$ cat src/rtl/hdr_validator_pkg.sv
package hdr_validator_pkg;
  // Per-cycle strobes from control to datapath.
  typedef struct packed {
    logic clear;     // restart: wipe CRC, code and verdict
    logic dataByte;  // header byte: fold into CRC
    logic codeByte;  // header byte that carries a user-code bit
    logic crcLo;     // low byte of received check value
    logic crcHi;     // high byte of received check value: decide
  } hdrStrobe_t;
endpackage

$ cat src/rtl/hdr_validator_ctrl.sv
module hdr_validator_ctrl
  import hdr_validator_pkg::*;
#(
  parameter int HDR_BYTES  = 40,
  parameter int CODE_FIRST = 8
) (
  input  logic       clk,
  input  logic       rst_n,
  input  logic       start,
  input  logic       byteValid,
  output hdrStrobe_t strb
);
  localparam int TOTAL = HDR_BYTES + 2;
  localparam int CW    = $clog2(TOTAL + 1);
  localparam logic [CW-1:0] CODE_LO  = CW'(CODE_FIRST);
  localparam logic [CW-1:0] LO_IDX   = CW'(HDR_BYTES);
  localparam logic [CW-1:0] HI_IDX   = CW'(HDR_BYTES + 1);

  logic          busy;
  logic [CW-1:0] byteCount;
  logic          take;

  assign take = busy & byteValid & ~start;

  always_comb begin
    strb.clear    = start;
    strb.dataByte = take && (byteCount < LO_IDX);
    strb.codeByte = take && (byteCount >= CODE_LO) && (byteCount < LO_IDX);
    strb.crcLo    = take && (byteCount == LO_IDX);
    strb.crcHi    = take && (byteCount == HI_IDX);
  end

  always_ff @(posedge clk) begin
    if (!rst_n) begin
      busy      <= 1'b0;
      byteCount <= '0;
    end else if (start) begin
      busy      <= 1'b1;
      byteCount <= '0;
    end else if (take) begin
      if (byteCount == HI_IDX) busy <= 1'b0;
      byteCount <= byteCount + 1'b1;
    end
  end
endmodule

$ cat src/rtl/hdr_validator_dp.sv
module hdr_validator_dp
  import hdr_validator_pkg::*;
#(
  parameter int          CODE_BITS = 32,
  parameter logic [15:0] CRC_POLY  = 16'h8005
) (
  input  logic                 clk,
  input  logic                 rst_n,
  input  hdrStrobe_t           strb,
  input  logic [7:0]           byteData,
  input  logic [CODE_BITS-1:0] expectedCode,
  output logic                 done,
  output logic                 crcPass,
  output logic                 codeMatch,
  output logic                 accept
);
  logic [15:0]          crcReg;
  logic [15:0]          crcNext;
  logic [CODE_BITS-1:0] codeReg;
  logic [7:0]           rxLo;
  logic                 crcOk;
  logic                 codeOk;

  // Eight serial CRC steps per byte, bit 0 first.
  always_comb begin
    logic fb;
    crcNext = crcReg;
    for (int j = 0; j < 8; j++) begin
      fb      = crcNext[15] ^ byteData[j];
      crcNext = {crcNext[14:0], 1'b0} ^ (fb ? CRC_POLY : 16'h0000);
    end
  end

  assign crcOk  = (crcReg == {byteData, rxLo});
  assign codeOk = (codeReg == expectedCode);

  always_ff @(posedge clk) begin
    if (!rst_n) begin
      crcReg    <= '0;
      codeReg   <= '0;
      rxLo      <= '0;
      done      <= 1'b0;
      crcPass   <= 1'b0;
      codeMatch <= 1'b0;
      accept    <= 1'b0;
    end else if (strb.clear) begin
      crcReg    <= '0;
      codeReg   <= '0;
      rxLo      <= '0;
      done      <= 1'b0;
      crcPass   <= 1'b0;
      codeMatch <= 1'b0;
      accept    <= 1'b0;
    end else begin
      done <= 1'b0;
      if (strb.dataByte) crcReg <= crcNext;
      if (strb.codeByte) codeReg <= {byteData[0], codeReg[CODE_BITS-1:1]};
      if (strb.crcLo) rxLo <= byteData;
      if (strb.crcHi) begin
        done      <= 1'b1;
        crcPass   <= crcOk;
        codeMatch <= codeOk;
        accept    <= crcOk & codeOk;
      end
    end
  end
endmodule

$ cat src/rtl/hdr_validator.sv
module hdr_validator
  import hdr_validator_pkg::*;
#(
  parameter int          HDR_BYTES  = 40,
  parameter int          CODE_FIRST = 8,
  parameter logic [15:0] CRC_POLY   = 16'h8005,
  localparam int         CODE_BITS  = HDR_BYTES - CODE_FIRST
) (
  input  logic                 clk,
  input  logic                 rst_n,
  input  logic                 start,
  input  logic                 byteValid,
  input  logic [7:0]           byteData,
  input  logic [CODE_BITS-1:0] expectedCode,
  output logic                 done,
  output logic                 crcPass,
  output logic                 codeMatch,
  output logic                 accept
);
  hdrStrobe_t strb;

  hdr_validator_ctrl #(
    .HDR_BYTES (HDR_BYTES),
    .CODE_FIRST(CODE_FIRST)
  ) i_ctrl (
    .clk      (clk),
    .rst_n    (rst_n),
    .start    (start),
    .byteValid(byteValid),
    .strb     (strb)
  );

  hdr_validator_dp #(
    .CODE_BITS(CODE_BITS),
    .CRC_POLY (CRC_POLY)
  ) i_dp (
    .clk         (clk),
    .rst_n       (rst_n),
    .strb        (strb),
    .byteData    (byteData),
    .expectedCode(expectedCode),
    .done        (done),
    .crcPass     (crcPass),
    .codeMatch   (codeMatch),
    .accept      (accept)
  );
endmodule

$ cat config.mk
export PLATFORM = sky130hd
export DESIGN_NAME = hdr_validator
export DESIGN_NICKNAME = d
export VERILOG_FILES = /design/src/rtl/hdr_validator_pkg.sv /design/src/rtl/hdr_validator_ctrl.sv /design/src/rtl/hdr_validator_dp.sv /design/src/rtl/hdr_validator.sv
export SDC_FILE = /design/constraint.sdc
export NUM_CORES = 1
export LEC_CHECK = 0
export ABC_AREA = 1
export BUFFER_PORTS_ARGS = -buffer_cell sky130_fd_sc_hd__buf_2
export CAP_MARGIN = 10
export CORE_UTILIZATION = 62
export DETAILED_ROUTE_END_ITERATION = 7
export GPL_ROUTABILITY_DRIVEN = 1
export GPL_TIMING_DRIVEN = 0
export PLACE_DENSITY = 0.89
export RECOVER_POWER = 100
export SYNTH_ARGS = -nofsm -noshare
export SYNTH_HDL_FRONTEND = slang
export SYNTH_SLANG_ARGS = --single-unit
$ cat constraint.sdc
create_clock -name clk -period 3.73 [get_ports clk]
set_clock_uncertainty 0.05 [all_clocks]
set_input_delay 0.5595 -clock clk [delete_from_list [all_inputs] [get_ports clk]]
set_output_delay 0.5595 -clock clk [all_outputs]
set_load 0.05 [all_outputs]
==> results.yml, run 1 <==
status:
  status: "completed"
layout:
  final_common_cell: "nand2_1"
  layout_common_cells: "nand2_1, inv_1, dfxtp_1"
  syn2layout_area_growth_pct: 11.22
  drive_gt1_frac: 0.1730
  fin_util: 0.7119
  fillers: 464
  finalInstanceArea_um2: 3920
  diodes: 0
  num-nets-final: 599
worst_setup_path:
  path_depth: 8
  rr_endpoint: "i_dp.crcReg[0]"
  crit_arrival_ps: 2400
  cp.required_ps: 3900
  rrSetupSlack_ps: 1530
  reg2reg_depth: 6
  critPathMaxStageDelay_ps: 520
  worstReg2RegStart: "i_ctrl.busy"
  crit_chain: "clkbuf_1 > inv_1 > nand3_1 > nor2_1 > inv_1 > clkbuf_1 > o21ai_0 > inv_1"
  critical_path.startpoint_type: "primary input"
  critPathTopFamily: "buffers and inverters"
  crit_slowest_cell: "nor2_1"
  cp_max_fo: 10
  crit_top_cell: "inv_1"
  crit_buf_inv: 5
  critPathKind: "in2reg"
  cp-end-kind: "register"
floorplanning:
  dieArea_um2: 5991
  fp.dieH_um: 77.40
  die_x_um: 77.40
  io_pins: 48
  core-area_um2: 5507
  start_util: 0.6401
  rows: 27
pwr:
  peakVddDrop_mv: 0.2012
  p_per_area_nw_per_um2: 346.4
  leakagePower_nw: 1.657
drt:
  firstDrtPassIters: 5
  met3_length_um: 400
  wl_um: 8094
  via_count: 3374
  ant_nets: 0
  wl_met1_um: 3490
  dr_wl_met2_um: 3981
  top_layer: "met4"
  drt_iter0_drc: 210
  wl_per_cell_um: 12.91
  viasPerCell: 5.381
  drc: 0
yosys:
  ys_warn_count: 0
  netlist_instances: 494
  yosysUniqueCellTypes: 33
  netlist_area_um2: 3525
  ys_ff_latch: 67
  syn_nets: 541
  syn_avg_cell_area_um2: 7.135
  yosysSeqAreaShare: 0.3805
sta:
  finalCritPeriodShare: 0.5976
  slew_violations: 0
  fin_ws_ps: 1501
  hold_ws_ps: 411.3
  worst_pin_slew_ps: 980.9
  fin_tns_setup_ps: 0
  min_period_ps: 2229
  max-slew-margin-rel: 0.3404
  hold_viol: 0
  rsz0062_at_grt: "no"
  finalSetupViolations: 0
  max_freq_mhz: 448.6
worst_hold_path:
  hold_path_end: "i_ctrl.busy"
  hold_path_depth: 3
  hold_path.class: "in2reg"
  min_from: "rst_n"
job:
  max_cap_viol_count: 0
placed_design:
  place_hpwl_um: 6142
  portBuffers: 47
  place_ws_ps: 1721
  place_area_um2: 3850
  gp_congestion: 0.9146
cts:
  cts-root-buf: "clkbuf_8"
  post-cts-setup-buffers: 0
  cts_tree: "yes"
  numCtsBuffers: 9
  clk_pin_slew_ps: 60
  h-tree-depth: 3
  clock_sinks: 67
  ctsResizeCount: 0
  clock_latency_ps: 340
  clk_path_buf_depth: 2
  postCtsHoldBufs: 0
grt:
  grt_max_degree: 11
  grt_use_total: 0.2901
  grt_pass1_wl_um: 13690
  overflow: 0
  antenna_found_initial: 0
  grt_pass1_vias: 3215
[flip-flops by register name (all words and copies together), names as in the netlist]
name,count
i_ctrl.busy,1
i_ctrl.byteCount,6
i_dp.accept,1
i_dp.codeMatch,1
i_dp.codeReg,32
i_dp.crcPass,1
i_dp.crcReg,16
i_dp.done,1
i_dp.rxLo,8
[routing by layer]
metal | global-route usage | up-vias
li1 | - | 1689
met1 | 0.3375 | 1560
met2 | 0.5053 | 101
met3 | 0.04353 | 24
met4 | 0.1660 | 0
met5 | 0 | -
[layout make-up]
cell class	count	area [um^2]	area share
Multi-Input combinational cell	336	1769	0.4513
Buffer	15	58.81	0.01500
Clock buffer	10	127.6	0.03256
Inverter	76	285.3	0.07277
Timing Repair Buffer	47	227.7	0.05809
Tap cell	72	90.09	0.02298
Sequential cell	67	1341	0.3422
Clock inverter	4	20.02	0.005107
[per-stage QoR]
step                      cells  power (W)
after floorplan             494  0.0008331
after global placement      613  0.0008799
after detailed placement    613  0.0008859
after CTS                   627   0.001369
after global routing        627   0.001418
final                       627   0.001358
[cells in the mapped netlist, drive strengths merged]
master | n | share of area
a21oi | 59 | 0.085
a221oi | 1 | 0.0025
buf | 10 | 0.022
clkbuf | 5 | 0.0053
clkinv | 1 | 0.0011
dfxtp | 67 | 0.38
ha | 3 | 0.011
inv | 75 | 0.080
nand2 | 93 | 0.11
nand3 | 20 | 0.031
nand4 | 5 | 0.0089
nor2 | 34 | 0.039
nor3 | 3 | 0.0043
nor3b | 1 | 0.0021
nor4 | 4 | 0.0089
o211ai | 2 | 0.0043
o21a | 2 | 0.0043
o21ai | 60 | 0.085
o31ai | 1 | 0.0060
or2 | 15 | 0.027
xnor2 | 19 | 0.047
xor2 | 14 | 0.037
[worst min-delay path, stage by stage]
cell      delay (ps)
clkbuf_1          80
o21ai_0           70
nor2_1            50
[where the power goes]
| part | internal (W) | switching (W) |
|---|---|---|
| Combinational | 0.0000570 | 0.0000889 |
| Sequential | 0.000720 | 0.00000427 |
| Clock | 0.000229 | 0.000259 |
[cells by family after synthesis]
group                    Yosys count  share of synthesized area
adder cells (fa/ha/maj)            3                    0.01065
flip-flops                        67                     0.3805
buffers and inverters             91                     0.1083
XOR/XNOR                          33                    0.08413
AO/OA/AOI/OAI                    125                     0.1871
AND/OR/NAND/NOR                  175                     0.2293
[worst max-delay path by stage]
stage | slack [ps] | from | to
final | 1500 | start | i_dp.crcReg[0]
after CTS | 2030 | start | i_dp.crcReg[0]
after global placement | 1770 | start | i_dp.crcReg[3]
after floorplan | 2110 | byteData[1] | i_dp.crcReg[15]
after detailed placement | 1720 | start | i_dp.crcReg[0]
after global routing | 1320 | start | i_dp.codeReg[18]
Power figures use the tool's default switching activity.
==> run 2: changes to the inputs <==
- CORE_UTILIZATION: 62 -> 52
- PLACE_DENSITY: 0.89 -> 0.8
- clock period: 3.73 -> 1.96 ns (I/O delays scaled with it)
==> results.yml, run 2 (synthesis gave the netlist of run 1 again) <==
status:
  status: "finished with violations"
  failed_checks: "DRC"
drt:
  drt_iter0_drc: 189
  viasPerCell: 5.238
  drc: 6
  ant_nets: 0
  firstDrtPassIters: 7
  via_count: 3321
  wl_um: 8092
  wl_per_cell_um: 12.76
sta:
  max-slew-margin-rel: 0.5249
  hold_viol: 0
  worst_pin_slew_ps: 708.4
  finalCritPeriodShare: 0.8846
  max_freq_mhz: 576.8
  min_period_ps: 1734
  hold_ws_ps: 149.2
  slew_violations: 0
  rsz0062_at_grt: "no"
  fin_tns_setup_ps: 0
  finalSetupViolations: 0
placed_design:
  portBuffers: 47
  place_hpwl_um: 5965
  gp_congestion: 0.9064
floorplanning:
  start_util: 0.5457
  dieArea_um2: 7112
  rows: 29
  die_x_um: 84.33
  io_pins: 48
  core-area_um2: 6459
  fp.dieH_um: 84.33
cts:
  cts-root-buf: "clkbuf_8"
  clk_pin_slew_ps: 70
  cts_tree: "yes"
  h-tree-depth: 3
  ctsResizeCount: 0
  postCtsHoldBufs: 0
  numCtsBuffers: 9
  clock_latency_ps: 350
  post-cts-setup-buffers: 0
  clk_path_buf_depth: 2
  clock_sinks: 67
pwr:
  pwr-share-comb: 0.092
  p_per_area_nw_per_um2: 751.3
  sw_frac_of_total: 0.2399
  switchingPower_w: 0.0007327
  leakagePower_nw: 1.717
  p_seq_frac: 0.451
  p_clk_frac: 0.457
  total_power_w: 0.003054
  intPower_w: 0.002321
  peakVddDrop_mv: 0.4926
layout:
  regMostFlops: "i_dp.codeReg"
  drive_gt1_frac: 0.1903
  diodes: 0
  num-nets-final: 599
  largestRegisters: "i_dp.codeReg x32, i_dp.crcReg x16, i_dp.rxLo x8"
  syn2layout_area_growth_pct: 15.34
  final_common_cell: "nand2_1"
  layout_common_cells: "nand2_1, inv_1, dfxtp_1"
  largest_reg_flops: 32
job:
  max_cap_viol_count: 0
worst_setup_path:
  worstReg2RegStart: "i_ctrl.byteCount[3]"
  critPathKind: "reg2reg"
  cp_max_fo: 10
  critical_path.startpoint_type: "register"
  rr_endpoint: "i_dp.codeReg[6]"
  rrSetupSlack_ps: 230
  reg2reg_depth: 6
  crit_arrival_ps: 1900
  cp-end-kind: "register"
  cp.required_ps: 2130
grt:
  grt_use_total: 0.2428
  overflow: 0
  grt_max_degree: 13
  antenna_found_initial: 0
  grt_pass1_wl_um: 13820
  grt_pass1_vias: 3160
worst_hold_path:
  hold_path_end: "i_ctrl.busy"
  hold_path.class: "in2reg"
  hold_path_depth: 3
  min_from: "rst_n"
==> run 2: layout make-up <==
cell class | count | area [um^2]
well taps | 77 | 96.34
fillers | 599 | 2394
inverters | 76 | 285.3
flip-flops and latches | 67 | 1341
multi-input cells | 336 | 1783
clock inverters | 7 | 116.4
clock buffers | 9 | 123.9
plain buffers | 15 | 90.09
repair buffers | 47 | 229.0
==> run 2: layer usage <==
metal  vias to the layer above  global-route usage  share of wire
met4                         0              0.1279          0.024
met5                         -                   0              0
met3                        23             0.05310          0.050
met2                        93              0.4106           0.48
li1                       1695                   -              -
met1                      1510              0.2902           0.45
==> run 2: power by group through the flow <==
| stage | clock network [W] | registers (W) | logic (W) |
|---|---|---|---|
| 2_1_floorplan | 0 | 0.00141 | 0.000179 |
| 3_3_place_gp | 0 | 0.00141 | 0.000269 |
| 3_5_place_dp | 0 | 0.00141 | 0.000279 |
| 4_1_cts | 0.00141 | 0.00138 | 0.000281 |
| 5_1_grt | 0.00147 | 0.00138 | 0.000318 |
| 6_report | 0.00140 | 0.00138 | 0.000282 |
==> run 2: per-stage QoR <==
stage               setup WS (ps)  area [um^2]  utilization  instances
floorplan                   562.5         3525            -        494
global route                85.84         4065       0.6294        634
finish                      226.3         4065       0.6294        634
global placement            275.1         3856       0.5971        618
CTS                         316.8         4096       0.6343        634
detailed placement          186.3         3856       0.5971        618
==> run 2: how the worst max path moves through the flow <==
stage / start / endpoint / slack [ps] / cells after the start
2_1_floorplan: i_dp.crcReg[14] / i_dp.crcReg[15] / 560 / 15
5_1_grt: i_ctrl.byteCount[1] / i_dp.accept / 90 / 9
3_3_place_gp: start / i_dp.crcReg[3] / 280 / 8
4_1_cts: i_dp.crcReg[14] / i_dp.crcReg[15] / 320 / 13
6_report: i_ctrl.byteCount[3] / i_dp.codeReg[6] / 230 / 6
3_5_place_dp: byteData[1] / i_dp.crcReg[15] / 190 / 15
==> run 2: critical path, stage by stage (launching register included) <==
cell	delay [ps]
dfxtp_1	400
inv_1	110
a21oi_1	230
nor2_4	100
o31ai_2	190
clkbuf_1	410
a21oi_1	130
